<file path="src/rtl/muldiv_pkg.sv">
package muldiv_pkg;
  localparam int unsigned CYC_MUL      = 54;
  localparam int unsigned CYC_DIV_U    = 140;
  localparam int unsigned CYC_DIV_S    = 158;
  localparam int unsigned CYC_DIV_ZERO = 38;
  localparam logic [7:0]  VEC_DIV_ZERO = 8'h14;

  typedef enum logic [1:0] {
    ST_IDLE,
    ST_MUL,
    ST_DIV,
    ST_TRAP
  } ctl_state_e;

  typedef enum logic [1:0] {
    DV_IDLE,
    DV_ALIGN,
    DV_STEP
  } div_phase_e;
endpackage

</file>
<file path="src/rtl/muldiv_mul_core.sv">
module muldiv_mul_core #(
  parameter int unsigned OP_W = 16
) (
  input  logic              clk,
  input  logic              rst_n,
  input  logic              start_i,
  input  logic              signed_i,
  input  logic [OP_W-1:0]   a_i,
  input  logic [OP_W-1:0]   b_i,
  output logic              done_o,
  output logic [2*OP_W-1:0] prod_o
);
  localparam int unsigned RW = 2 * OP_W;
  localparam int unsigned CW = $clog2(OP_W);

  logic          busy;
  logic [CW-1:0] cnt;
  logic [RW-1:0] acc, mcand, corr;
  logic [OP_W-1:0] mplier;
  logic [RW-1:0] sum_w;

  assign sum_w  = acc + (mplier[0] ? mcand : '0);
  assign prod_o = acc;

  always_ff @(posedge clk) begin
    if (!rst_n) begin
      busy   <= 1'b0;
      cnt    <= '0;
      acc    <= '0;
      mcand  <= '0;
      corr   <= '0;
      mplier <= '0;
      done_o <= 1'b0;
    end else begin
      done_o <= 1'b0;
      if (start_i && !busy) begin
        busy   <= 1'b1;
        cnt    <= '0;
        acc    <= '0;
        mcand  <= signed_i ? {{OP_W{a_i[OP_W-1]}}, a_i} : {{OP_W{1'b0}}, a_i};
        mplier <= b_i;
        corr   <= (signed_i && b_i[OP_W-1]) ? {a_i, {OP_W{1'b0}}} : '0;
      end else if (busy) begin
        mcand  <= mcand << 1;
        mplier <= mplier >> 1;
        cnt    <= cnt + 1'b1;
        if (cnt == CW'(OP_W - 1)) begin
          busy   <= 1'b0;
          done_o <= 1'b1;
          acc    <= sum_w - corr;
        end else begin
          acc <= sum_w;
        end
      end
    end
  end


  mul_done_once_chk: assert property (@(posedge clk) disable iff (!rst_n)
    done_o |=> !done_o);

  mul_busy_after_start_chk: assert property (@(posedge clk) disable iff (!rst_n)
    (start_i && !busy) |=> (busy && !done_o));
endmodule

</file>
<file path="src/rtl/muldiv_div_core.sv">
module muldiv_div_core
  import muldiv_pkg::*;
#(
  parameter int unsigned OP_W = 16
) (
  input  logic              clk,
  input  logic              rst_n,
  input  logic              start_i,
  input  logic [2*OP_W-1:0] num_i,
  input  logic [OP_W-1:0]   den_i,
  output logic              done_o,
  output logic [2*OP_W-1:0] quo_o,
  output logic [OP_W-1:0]   rem_o
);
  localparam int unsigned RW = 2 * OP_W;

  div_phase_e    phase;
  logic [RW-1:0] part, shd, den, quo;
  logic          ge;

  assign ge    = part >= shd;
  assign quo_o = quo;
  assign rem_o = part[OP_W-1:0];

  always_ff @(posedge clk) begin
    if (!rst_n) begin
      phase  <= DV_IDLE;
      part   <= '0;
      shd    <= '0;
      den    <= '0;
      quo    <= '0;
      done_o <= 1'b0;
    end else begin
      done_o <= 1'b0;
      unique case (phase)
        DV_IDLE: if (start_i) begin
          part  <= num_i;
          den   <= {{OP_W{1'b0}}, den_i};
          shd   <= {{OP_W{1'b0}}, den_i};
          quo   <= '0;
          phase <= DV_ALIGN;
        end
        DV_ALIGN: begin
          if (shd <= (part >> 1)) shd <= shd << 1;
          else                    phase <= DV_STEP;
        end
        DV_STEP: begin
          quo <= {quo[RW-2:0], ge};
          if (ge) part <= part - shd;
          if (shd == den) begin
            phase  <= DV_IDLE;
            done_o <= 1'b1;
          end else begin
            shd <= shd >> 1;
          end
        end
        default: phase <= DV_IDLE;
      endcase
    end
  end


  rem_below_divisor_chk: assert property (@(posedge clk) disable iff (!rst_n)
    done_o |-> ({{OP_W{1'b0}}, rem_o} < den));

  shift_not_below_chk: assert property (@(posedge clk) disable iff (!rst_n)
    (phase == DV_STEP) |-> (shd >= den));
endmodule

</file>
<file path="src/rtl/muldiv16_unit.sv">
module muldiv16_unit
  import muldiv_pkg::*;
#(
  parameter int unsigned OP_W  = 16,
  parameter int unsigned CYC_W = 8
) (
  input  logic                clk,
  input  logic                rst_n,
  input  logic                req_valid,
  output logic                req_ready,
  input  logic                req_is_div,
  input  logic                req_signed,
  input  logic [2*OP_W-1:0]   req_dst,
  input  logic [OP_W-1:0]     req_src,
  output logic                done,
  output logic [2*OP_W-1:0]   res_data,
  output logic                res_wr_en,
  output logic                flag_n,
  output logic                flag_z,
  output logic                flag_v,
  output logic                flag_c,
  output logic                trap_req,
  output logic [7:0]          trap_vec,
  output logic [CYC_W-1:0]    cycles
);
  localparam int unsigned RW = 2 * OP_W;
  localparam logic [RW-1:0] Q_POS_MAX = (RW'(1) << (OP_W - 1)) - RW'(1);
  localparam logic [RW-1:0] Q_NEG_MAX = RW'(1) << (OP_W - 1);

  ctl_state_e state;
  logic accept, num_neg, den_neg, den_zero;
  logic [RW-1:0]   num_mag;
  logic [OP_W-1:0] den_mag;
  logic mul_done, div_done;
  logic [RW-1:0]   mul_prod, div_quo;
  logic [OP_W-1:0] div_rem;

  logic [RW-1:0] dst_q;
  logic op_sgn_q, neg_num_q, neg_quo_q;

  logic [OP_W-1:0] q_fix, r_fix;
  logic div_ovf;

  assign req_ready = (state == ST_IDLE);
  assign accept    = req_valid && req_ready;
  assign num_neg   = req_signed && req_dst[RW-1];
  assign den_neg   = req_signed && req_src[OP_W-1];
  assign num_mag   = num_neg ? (~req_dst + 1'b1) : req_dst;
  assign den_mag   = den_neg ? (~req_src + 1'b1) : req_src;
  assign den_zero  = (req_src == '0);

  muldiv_mul_core #(.OP_W(OP_W)) u_mul (
    .clk      (clk),
    .rst_n    (rst_n),
    .start_i  (accept && !req_is_div),
    .signed_i (req_signed),
    .a_i      (req_dst[OP_W-1:0]),
    .b_i      (req_src),
    .done_o   (mul_done),
    .prod_o   (mul_prod)
  );

  muldiv_div_core #(.OP_W(OP_W)) u_div (
    .clk     (clk),
    .rst_n   (rst_n),
    .start_i (accept && req_is_div && !den_zero),
    .num_i   (num_mag),
    .den_i   (den_mag),
    .done_o  (div_done),
    .quo_o   (div_quo),
    .rem_o   (div_rem)
  );

  assign q_fix = neg_quo_q ? (~div_quo[OP_W-1:0] + 1'b1) : div_quo[OP_W-1:0];
  assign r_fix = neg_num_q ? (~div_rem + 1'b1) : div_rem;

  always_comb begin
    if (op_sgn_q) div_ovf = neg_quo_q ? (div_quo > Q_NEG_MAX) : (div_quo > Q_POS_MAX);
    else          div_ovf = |div_quo[RW-1:OP_W];
  end

  always_ff @(posedge clk) begin
    if (!rst_n) begin
      state     <= ST_IDLE;
      dst_q     <= '0;
      op_sgn_q  <= 1'b0;
      neg_num_q <= 1'b0;
      neg_quo_q <= 1'b0;
      done      <= 1'b0;
      res_data  <= '0;
      res_wr_en <= 1'b0;
      flag_n    <= 1'b0;
      flag_z    <= 1'b0;
      flag_v    <= 1'b0;
      flag_c    <= 1'b0;
      trap_req  <= 1'b0;
      trap_vec  <= '0;
      cycles    <= '0;
    end else begin
      done <= 1'b0;
      unique case (state)
        ST_IDLE: if (accept) begin
          dst_q     <= req_dst;
          op_sgn_q  <= req_signed;
          neg_num_q <= num_neg;
          neg_quo_q <= num_neg ^ den_neg;
          if (!req_is_div)   state <= ST_MUL;
          else if (den_zero) state <= ST_TRAP;
          else               state <= ST_DIV;
        end
        ST_MUL: if (mul_done) begin
          res_data  <= mul_prod;
          res_wr_en <= 1'b1;
          flag_n    <= mul_prod[RW-1];
          flag_z    <= (mul_prod == '0);
          flag_v    <= 1'b0;
          flag_c    <= 1'b0;
          trap_req  <= 1'b0;
          trap_vec  <= '0;
          cycles    <= CYC_W'(CYC_MUL);
          done      <= 1'b1;
          state     <= ST_IDLE;
        end
        ST_DIV: if (div_done) begin
          trap_req <= 1'b0;
          trap_vec <= '0;
          flag_c   <= 1'b0;
          cycles   <= op_sgn_q ? CYC_W'(CYC_DIV_S) : CYC_W'(CYC_DIV_U);
          if (div_ovf) begin
            res_data  <= dst_q;
            res_wr_en <= 1'b0;
            flag_n    <= 1'b0;
            flag_z    <= 1'b0;
            flag_v    <= 1'b1;
          end else begin
            res_data  <= {r_fix, q_fix};
            res_wr_en <= 1'b1;
            flag_n    <= q_fix[OP_W-1];
            flag_z    <= (q_fix == '0);
            flag_v    <= 1'b0;
          end
          done  <= 1'b1;
          state <= ST_IDLE;
        end
        ST_TRAP: begin
          res_data  <= dst_q;
          res_wr_en <= 1'b0;
          flag_n    <= 1'b0;
          flag_z    <= 1'b0;
          flag_v    <= 1'b0;
          flag_c    <= 1'b0;
          trap_req  <= 1'b1;
          trap_vec  <= VEC_DIV_ZERO;
          cycles    <= CYC_W'((op_sgn_q ? CYC_DIV_S : CYC_DIV_U) + CYC_DIV_ZERO);
          done      <= 1'b1;
          state     <= ST_IDLE;
        end
        default: state <= ST_IDLE;
      endcase
    end
  end


  done_pulse_chk: assert property (@(posedge clk) disable iff (!rst_n)
    done |=> !done);

  accept_busy_chk: assert property (@(posedge clk) disable iff (!rst_n)
    (req_valid && req_ready) |=> !req_ready);

  hold_result_chk: assert property (@(posedge clk) disable iff (!rst_n)
    !done |-> ($stable(res_data) && $stable(res_wr_en) && $stable(cycles) && $stable(trap_req)));

  trap_vec_chk: assert property (@(posedge clk) disable iff (!rst_n)
    trap_req |-> (trap_vec == 8'h14 && !res_wr_en && !flag_v));

  no_write_on_ovf_chk: assert property (@(posedge clk) disable iff (!rst_n)
    flag_v |-> (!res_wr_en && !flag_c && !trap_req));

  carry_clear_chk: assert property (@(posedge clk) disable iff (!rst_n)
    done |-> !flag_c);
endmodule

</file>
<file path="config.mk">
export PLATFORM = sky130hd
export DESIGN_NAME = muldiv16_unit
export DESIGN_NICKNAME = d
export VERILOG_FILES = /design/src/rtl/muldiv_pkg.sv /design/src/rtl/muldiv_mul_core.sv /design/src/rtl/muldiv_div_core.sv /design/src/rtl/muldiv16_unit.sv
export SDC_FILE = /design/constraint.sdc
export NUM_CORES = 1
export LEC_CHECK = 0
export BUFFER_PORTS_ARGS = -buffer_cell sky130_fd_sc_hd__buf_2
export CAP_MARGIN = 20
export CORE_MARGIN = 2
export CORE_UTILIZATION = 55
export DETAILED_ROUTE_END_ITERATION = 7
export PLACE_DENSITY = 0.83
export SYNTH_ARGS = -nofsm -noshare
export SYNTH_HDL_FRONTEND = slang
export SYNTH_SLANG_ARGS = --single-unit
export TNS_END_PERCENT = 30
</file>
<file path="constraint.sdc">
create_clock -name clk -period 11.3 [get_ports clk]
set_input_delay 1.13 -clock clk [delete_from_list [all_inputs] [get_ports clk]]
set_output_delay 1.13 -clock clk [all_outputs]
set_load 0.01 [all_outputs]
</file>
## Word level (Yosys, flattened, before mapping)

Cells that the tools add are included.

- Shifts and indexed selects: 0
- $lt $le $gt $ge: 4
- Bitwise logic cells: 7
- Multipliers: 0
- Div/mod/pow operators: 0
- Add/subtract/negate cells: 9
- Reductions and logical operators: 31
- Multiplexer cells: 72
- Equal/unequal tests: 16

Operators with widths:

| cell | count |
|---|---|
| two-way mux 32 bit | 16 |
| case mux 32 bit (3 select lines) | 2 |
| case mux 32 bit (2 select lines) | 2 |
| two-way mux 16 bit | 5 |
| subtractor 32 bit | 2 |
| adder 16 x 1 -> 16 bit, second input constant | 3 |
| inverter 16 bit | 3 |
| case mux 8 bit (3 select lines) | 2 |
| adder 32 x 1 -> 32 bit, second input constant | 1 |
| adder 32 bit | 1 |
| == test 32 x 16 -> 1 bit | 1 |
| >= comparator 32 bit | 1 |
| > comparator 32 x 15 -> 1 bit, second input constant | 1 |
| > comparator 32 x 16 -> 1 bit, second input constant | 1 |
| less-or-equal comparator 32 x 31 -> 1 bit | 1 |
| logical NOT 16 bit | 2 |
| logical NOT 32 bit | 1 |
| two-way mux 8 bit | 4 |
| inverter 32 bit | 1 |
| two-way mux 1 bit | 23 |
| case mux 1 bit (3 select lines) | 7 |
| OR reduction 16 bit | 1 |
| two-way mux 2 bit | 7 |
| inequality test 2 x 1 -> 1 bit, second input constant | 7 |
| 21 further kinds | 44 |

- Memory bits (writable): 0
- Logic and storage cells: 167
- Latch bits: 0
- Flip-flop bits (word level): 325
- Memory bits (read-only): 0
- Memories: 0
- Output and inout bits: 56
- Input port bits: 53

## Logic depth before layout (Yosys ltp)

Gate-level depths: netlist of run 1.

- Word-level depth: 7
- Mapped depth: 25
- Gate-level depth less buffers: 24

## By module

From an unflattened synthesis of run 1, not the netlist that was laid out.

- Cells, all modules: 2,576
- Area total of the unflattened synthesis: 20,133.1 um^2

By module, submodules not included:

| module | area an instance (um^2) | instances | cells an instance |
|---|---|---|---|
| muldiv_div_core | 8,140.3 | 1 | 1,026 |
| muldiv_mul_core | 6,525.0 | 1 | 826 |
| muldiv16_unit | 5,467.7 | 1 | 724 |

## Least setup slack after synthesis of run 1

OpenSTA, ideal clock, no wires.

- Path kind: flip-flop to flip-flop
- Start: register u_mul.mplier[0]
- End: register u_mul.acc[28] (netlist: u_mul.prod_o[28])
- Stages on the path, launching flop included: 26
- Clock period less this slack: 4,477 ps
- Setup slack: 6,823 ps
- Arrival time: 4,391 ps
- Path through: dfxtp_1 clkbuf_1 and2_1 ha_1 inv_1 fa_1 nor2b_1 o2111ai_1 nand3_1 a31o_2 a21oi_1 o21a_1 o21ai_0 xnor2_1 ha_1 fa_1 nor2b_1 o21a_1 o21ai_0 a21oi_1 o21ai_0 a21o_1 a21oi_1 xor2_1 mux2i_1 a211oi_1

- Word-level cells in the longest chain between the ends: 4

RTL lines:

| item | line | text |
|---|---|---|
| from (decl) | muldiv_mul_core.sv:19 | `logic [OP_W-1:0] mplier;` |
| from (signal assigned) | muldiv_mul_core.sv:41 | `mplier <= b_i;` |
| from (signal assigned) | muldiv_mul_core.sv:45 | `mplier <= mplier >> 1;` |
| two-way mux 32 bit (*) | muldiv_mul_core.sv:22 | `assign sum_w = acc + (mplier[0] ? mcand : '0);` |
| adder 32 bit (*) | muldiv_mul_core.sv:22 |  |
| subtractor 32 bit | muldiv_mul_core.sv:50 | `acc <= sum_w - corr;` |
| two-way mux 32 bit (*) | muldiv_mul_core.sv:47 | `if (cnt == CW'(OP_W - 1)) begin` |
| to (signal assigned) | muldiv_mul_core.sv:50 |  |
| to (signal assigned) | muldiv_mul_core.sv:52 | `acc <= sum_w;` |
| to (decl) | muldiv_mul_core.sv:18 | `logic [RW-1:0] acc, mcand, corr;` |

Mark *: on every way between the ends. The rest lies on a longest branch, timed or not.
A chain may end at the register's enable or synchronous reset.

## Worst setup path in the final report of run 1

- Start: register u_mul.mplier[0]
- End: register u_mul.acc[31] (netlist: u_mul.prod_o[31])

Same word-level chain as after synthesis.

==> results of run 1 <==
-- routing by layer --
metal / part of all wire / wire length (um) / vias up / global-route usage
met5: 0 / 0 / - / 0
met4: 0.042 / 2420 / 0 / 0.128
met3: 0.090 / 5230 / 157 / 0.0472
met2: 0.45 / 25800 / 865 / 0.497
met1: 0.42 / 24400 / 8743 / 0.423
li1: - / - / 8896 / -
-- final timing paths --
path,end,cells past startpoint,slack (ns)
worst max-delay path,u_mul.prod_o[31],23,5.62
worst min-delay path,dst_q[30],2,0.46
worst max register to register,u_mul.prod_o[31],23,5.62
worst min register to register,dst_q[30],2,0.46
-- where the power goes --
part / internal (W) / switching, W
clock: 0.000689 / 0.000468
sequential: 0.00116 / 0.000143
combinational: 0.000791 / 0.00119
-- stage by stage --
stage / hold WS [ns] / worst slack (ns) / instance area (um2)
after CTS: 0.455 / 5.72 / 21000
final: 0.456 / 5.62 / 21100
after floorplan: 0.432 / 6.82 / 19300
after detailed placement: 0.447 / 5.75 / 19900
after global placement: 0.439 / 5.88 / 19900
after global routing: 0.469 / 5.12 / 21100
-- cells in the final DEF, fill, tap and decap left out, types with 16 or more instances in the layout --
cell,netlist,routed
and2_1,41,41
clkbuf_16,0,36
xnor2_1,84,84
inv_1,117,116
nor2_1,312,311
o21ai_0,129,129
nand2b_1,16,16
buf_4,17,24
nand4_1,20,20
a22oi_1,48,48
nand3_1,35,35
o21a_1,21,21
a21o_1,49,49
xor2_1,68,68
a21oi_1,283,283
buf_2,10,100
a211oi_1,63,63
ha_1,120,119
nand2_1,260,259
nor2b_1,21,21
nor3_1,43,42
nor4_1,27,27
o31ai_1,35,35
mux2i_1,63,63
dfxtp_1,298,296
-- worst max-delay path, delay by kind of cell (launching register included) --
family	cells	cell delay [ns]
AO/OA/AOI/OAI	11	2.31
XOR/XNOR	3	0.55
adder cells (fa/ha/maj)	3	0.79
buffers and inverters	1	0.05
flip-flops	1	1.03
AND/OR/NAND/NOR	5	0.79
-- layout make-up --
type,count,area [um2],area share
clock buffer,45,945,0.0448
clock inverter,16,223,0.0106
sequential,298,5970,0.283
multi-input combinational,1940,12200,0.579
tap,455,569,0.0270
inverter,118,448,0.0213
timing repair buffer,126,707,0.0336
-- sequential cells by signal, summed over array words and instances (netlist names), 2 cells and up --
signal / count
u_mul.corr: 16
u_mul.cnt: 4
u_div.part: 32
res_data: 32
u_mul.mcand: 32
cycles: 6
dst_q: 32
u_div.quo_o: 32
u_div.den: 16
state: 2
u_div.shd: 32
u_mul.mplier: 16
u_div.phase: 2
u_mul.prod_o: 32
-- cells by family after synthesis --
family,after synthesis,share of synthesized area
AO/OA/AOI/OAI,759,0.249
XOR/XNOR,153,0.0703
adder cells (fa/ha/maj),123,0.0810
buffers and inverters,285,0.0599
flip-flops,298,0.310
multiplexers,70,0.0368
other,1,0.000195
AND/OR/NAND/NOR,827,0.194
==> flow_metrics.tcl, run 1 <==
set metrics [dict create \
    ios 109 \
    power_density_mw_per_mm2 211 \
    yosysMostFrequentCell "nor2_1" \
    critPathArrivalTime_ns 6.06 \
    worst_path_largest_cell_delay_ns 1.03 \
    dieHeight_um 191 \
    worstPathRequired_ns 11.68 \
    cts_hold_buf 0 \
    synth_largest_area_cell "dfxtp_1" \
    cts_resized 0 \
    yosysWarnings 0 \
    initial_utilization 0.558 \
    final_nets 2696 \
    overflow 0 \
    cts_setup_buffers 0 \
    drt_wl_total_um 57900 \
    place.gp.congestion 0.955 \
    htreeDepth 2 \
    syn_inst 2516 \
    cts_tree "done" \
    synth_enable_flop_cells 0 \
    hold_viol_final 0 \
    ys_seq_area_frac 0.310 \
    synth_cell_types 82 \
    synthArstFlopShare 0 \
    leakage_nw 8.58 \
    track_usage 0.312 \
    hpwl_um 41900 \
    fin_skew_ns 0.0327 \
    finalCritPeriodShare 0.503 \
    min_from "dst_q[30]" \
    peakVddDrop_uv 156 \
    clockBufferDepth 3 \
    vias_per_cell 6.22 \
    slew_headroom 0.281 \
    syn_to_final_growth_pct 9.34 \
    layout-drive-gt1-share 0.0857 \
    cts_sinks 298 \
    yosysTopAreaCellShare 0.310 \
    setup_viol 0 \
    tightest_slew_ns 1.08 \
    antenna_left 0 \
    slew_violations 0 \
    synthTopCellsByCount "nor2_1 (312), dfxtp_1 (298), a21oi_1 (283)" \
    die_w_um 191 \
    yosys_register_bits 298 \
    start_kind "flop" \
    end_kind "flop" \
    avgSynthCellArea_um2 7.66 \
    layout.cells.non_filler 2998 \
    finalCriticalPeriod_ns 5.68 \
    drtIter0Drc 1824 \
    grt_pass1_wl_um 92100 \
    nFillCells 3061 \
    dp.cells 2934 \
    fmax_ghz 0.176 \
    fin_setup_tns_ns 0 \
    status "finished, final reports clean" \
    core_mm2 0.0345 \
    cts_inserted_buffers 36 \
    vias 18700 \
    cts_root_buffer "clkbuf_16" \
    routedWlPerCell_um 19.3 \
    rows 68 \
    grt_max_degree 96 \
    diodes 0 \
    syn_area_mm2 0.0193 \
    ys.flop_type "dfxtp_1" \
    rsz0062_at_grt "false" \
    die-area_mm2 0.0365 \
    drcViolationCount 0 \
    antenna_found_initial 1 \
    crit_type "flop to flop" \
    hold_path.class "flop to flop" \
    crit_path_start "u_mul.mplier[0]" \
    drt_pre_antenna_iters 5 \
    clk_latency_ns 0.54 \
    clk_pin_slew_ns 0.06 \
    worstPathMaxFanout 33 \
    critPathSlowestCell "dfxtp_1" \
    cap_viol_max_count 0 \
    p_total_w 0.00445 \
    portBuffers 100 \
    ys_top_cells_by_area "dfxtp_1 (31%), ha_1 (7.8%), a21oi_1 (7.4%)" \
    crit_path_cell_trace "and2_1, ha_1, inv_1, fa_1, nor2b_1, o2111ai_1, nand3_1, a31o_2, a21oi_1, o21a_1, o21ai_0, xnor2_1, ha_1, nor2b_1, o31a_1, o211ai_1, a31oi_1, a311oi_1, xnor2_1, nor2_1, xnor3_1, o211ai_1, o41ai_1" \
    finish.utilization 0.610 \
    r2r_start "u_mul.mplier[0]" \
    first_global_vias 17600 \
]
Note: power is estimated with default switching activity, not from simulation.
==> inputs of run 2 (changes only) <==
--- a/config.mk
+++ b/config.mk
@@ -5,12 +5,13 @@
 export SDC_FILE = /design/constraint.sdc
 export NUM_CORES = 1
 export LEC_CHECK = 0
+export ABC_AREA = 1
 export BUFFER_PORTS_ARGS = -buffer_cell sky130_fd_sc_hd__buf_2
 export CAP_MARGIN = 20
 export CORE_MARGIN = 2
 export CORE_UTILIZATION = 55
 export DETAILED_ROUTE_END_ITERATION = 7
-export PLACE_DENSITY = 0.83
+export PLACE_DENSITY = 0.86
 export SYNTH_ARGS = -nofsm -noshare
 export SYNTH_HDL_FRONTEND = slang
 export SYNTH_SLANG_ARGS = --single-unit
==> constraint.sdc (replaced) <==
create_clock -name clk -period 5.2 [get_ports clk]
set_input_delay 0.52 -clock clk [delete_from_list [all_inputs] [get_ports clk]]
set_output_delay 0.52 -clock clk [all_outputs]
set_load 0.01 [all_outputs]
==> flow_metrics.tcl, run 2 <==
set metrics [dict create \
    status "finished, final reports clean" \
    worstPathMaxFanout 31 \
    hold_path.class "input port to flop" \
    regArea_mm2 0.00597 \
    layout-drive-gt1-share 0.0780 \
    fmax_ghz 0.236 \
    fin_skew_ns 0.0312 \
    worstPathRequired_ns 5.68 \
    syn_area_mm2 0.0219 \
    cts_inserted_buffers 35 \
    yosysMostFrequentCell "nand2_1" \
    die-area_mm2 0.0414 \
    clockPowerShare 0.237 \
    p_int_w 0.00583 \
    slew_violations 0 \
    hpwl_um 54500 \
    dieHeight_um 204 \
    clk_pin_slew_ns 0.07 \
    antenna_left 0 \
    cts_resized 0 \
    antenna_found_initial 1 \
    rows 73 \
    yosys_register_bits 298 \
    ys_top_cells_by_area "dfxtp_1 (27%), nand2_1 (16%), inv_1 (7.9%)" \
    peakVddDrop_uv 275 \
    drt_pre_antenna_iters 6 \
    grt_pass1_wl_um 115000 \
    leakage_nw 11.7 \
    synth_largest_area_cell "dfxtp_1" \
    use_met3 0.0625 \
    first_global_vias 21400 \
    synth_cell_types 60 \
    clockBufferDepth 3 \
    finalCritPeriodShare 0.814 \
    crit_type "flop to flop" \
    critPathArrivalTime_ns 4.72 \
    synthArstFlopShare 0 \
    vias 23900 \
    routedWlPerCell_um 17.6 \
    cts_root_buffer "clkbuf_16" \
    cts_sinks 298 \
    setup_viol 0 \
    cts_setup_buffers 0 \
    place.gp.congestion 1.01 \
    fin_setup_tns_ns 0 \
    synthTopCellsByCount "nand2_1 (955), inv_1 (458), nor2_1 (410)" \
    share_comb_of_total_power 0.498 \
    final_cell_mix "nand2_1 (955), inv_1 (457), nor2_1 (410), dfxtp_1 (298), a21oi_1 (276)" \
    grt.met2_usage 0.526 \
    syn_to_final_growth_pct 8.36 \
    yosysTopAreaCellShare 0.272 \
    slew_headroom 0.351 \
    hold_viol_final 0 \
    power_density_mw_per_mm2 463 \
    final_nets 3752 \
    track_usage 0.348 \
    tightest_slew_ns 0.967 \
    fin_ws_ns 0.965 \
    drt_wl_total_um 72600 \
    initial_utilization 0.554 \
    finalCriticalPeriod_ns 4.24 \
    end_kind "flop" \
    syn_inst 3558 \
    pwr-share-seq 0.265 \
    yosysWarnings 0 \
    diodes 0 \
    net-switching-power_w 0.00515 \
    grt_max_degree 66 \
    cap_viol_max_count 0 \
    multi_input_area_mm2 0.0134 \
    core_mm2 0.0395 \
    start_kind "flop" \
    met1_usage 0.483 \
    synth_enable_flop_cells 0 \
    die_w_um 204 \
    ys_seq_area_frac 0.272 \
    cts_hold_buf 0 \
    ys.flop_type "dfxtp_1" \
    avgSynthCellArea_um2 6.16 \
    drcViolationCount 0 \
    place_ws_ns 1.09 \
    rsz0062_at_grt "false" \
    clk_latency_ns 0.58 \
    overflow 0 \
    nFillCells 3724 \
    cts_tree "done" \
    htreeDepth 2 \
    grt-busiest-layer "met2" \
    portBuffers 100 \
    vias_per_cell 5.79 \
    ios 109 \
    fin_hold_ws_ns 0.251 \
    final_common_cell "nand2_1" \
    drtIter0Drc 2829 \
    switching_share 0.469 \
]
run 2: changes by cell type in the layout (fill, tap and decap cells not counted), moves of 40 or more:
cell,previous run,this run
nand3_1,35,262
nor2_1,311,410
o21ai_0,129,207
a22oi_1,48,3
xnor2_1,84,4
inv_1,116,457
mux2i_1,63,0
nand2_1,259,955
nor2_2,0,40
a21o_1,49,7
run 2: power groups by stage:
stage	clock network, W	registers, W	logic (W)
3_5_place_dp	0	0.00293	0.00528
6_report	0.00260	0.00291	0.00547
4_1_cts	0.00262	0.00289	0.00533
2_1_floorplan	0	0.00280	0.00422
3_3_place_gp	0	0.00293	0.00520
5_1_grt	0.00271	0.00293	0.00613
run 2: worst paths after layout:
| path | from | to | slack (ns) | cells past startpoint |
|---|---|---|---|---|
| min | req_src[11] | u_mul.mplier[11] | 0.25 | 3 |
| min reg2reg | res_data[21] | res_data[21] | 0.45 | 2 |
| max reg2reg | u_mul.mplier[0] | u_mul.prod_o[31] | 0.96 | 26 |
| max | u_mul.mplier[0] | u_mul.prod_o[31] | 0.96 | 26 |
run 2: per-layer routing:
metal | up-vias | share of wire | routed length (um)
li1 | 11600 | - | -
met1 | 10800 | 0.42 | 30800
met2 | 1336 | 0.42 | 30600
met3 | 219 | 0.11 | 7800
met4 | 2 | 0.047 | 3410
met5 | - | 0.00012 | 9
run 2: through the flow:
step                      cell area (um2)  power (W)  instances  utilization
after global placement              22500    0.00813       4063        0.569
after global routing                23700     0.0118       4126        0.600
after floorplan                     21900    0.00702       3565            -
after detailed placement            22500    0.00821       4063        0.569
after CTS                           23700     0.0108       4125        0.600
final                               23700     0.0110       4126        0.600
run 2: final cells by class:
type | instances | share of cell area
multi-input cells | 2640 | 0.565
flip-flops and latches | 298 | 0.251
inverters | 480 | 0.0761
clock buffers | 45 | 0.0406
repair buffers | 121 | 0.0289
well taps | 525 | 0.0277
clock inverters | 17 | 0.0102
run 2: logic make-up after synthesis:
| family | Yosys count | synth area share |
|---|---|---|
| buf+inv | 627 | 0.117 |
| flops | 298 | 0.272 |
| xor+xnor | 49 | 0.0196 |
| fa+ha+maj | 123 | 0.0713 |
| compound gates | 651 | 0.167 |
| simple gates | 1809 | 0.352 |
| other cells | 1 | 0.000171 |
run 2: worst max-delay path, cell delays in order (launching register included):
cell	delay (ns)
dfxtp_1	0.37
buf_4	0.33
nand2_1	0.15
fa_1	0.43
nand3b_1	0.17
nand2_1	0.16
nand2_1	0.07
nand2_1	0.14
inv_1	0.05
o21bai_1	0.33
nand3_1	0.18
nand2_1	0.09
nand2_1	0.06
and2_1	0.16
ha_1	0.37
a21oi_1	0.21
nand2_1	0.13
nand2_1	0.08
nand2_1	0.10
nand2_1	0.10
nand2_1	0.05
nand2_1	0.06
nand3_1	0.08
nand3_1	0.09
nand3_1	0.07
nand2_1	0.07
inv_1	0.04
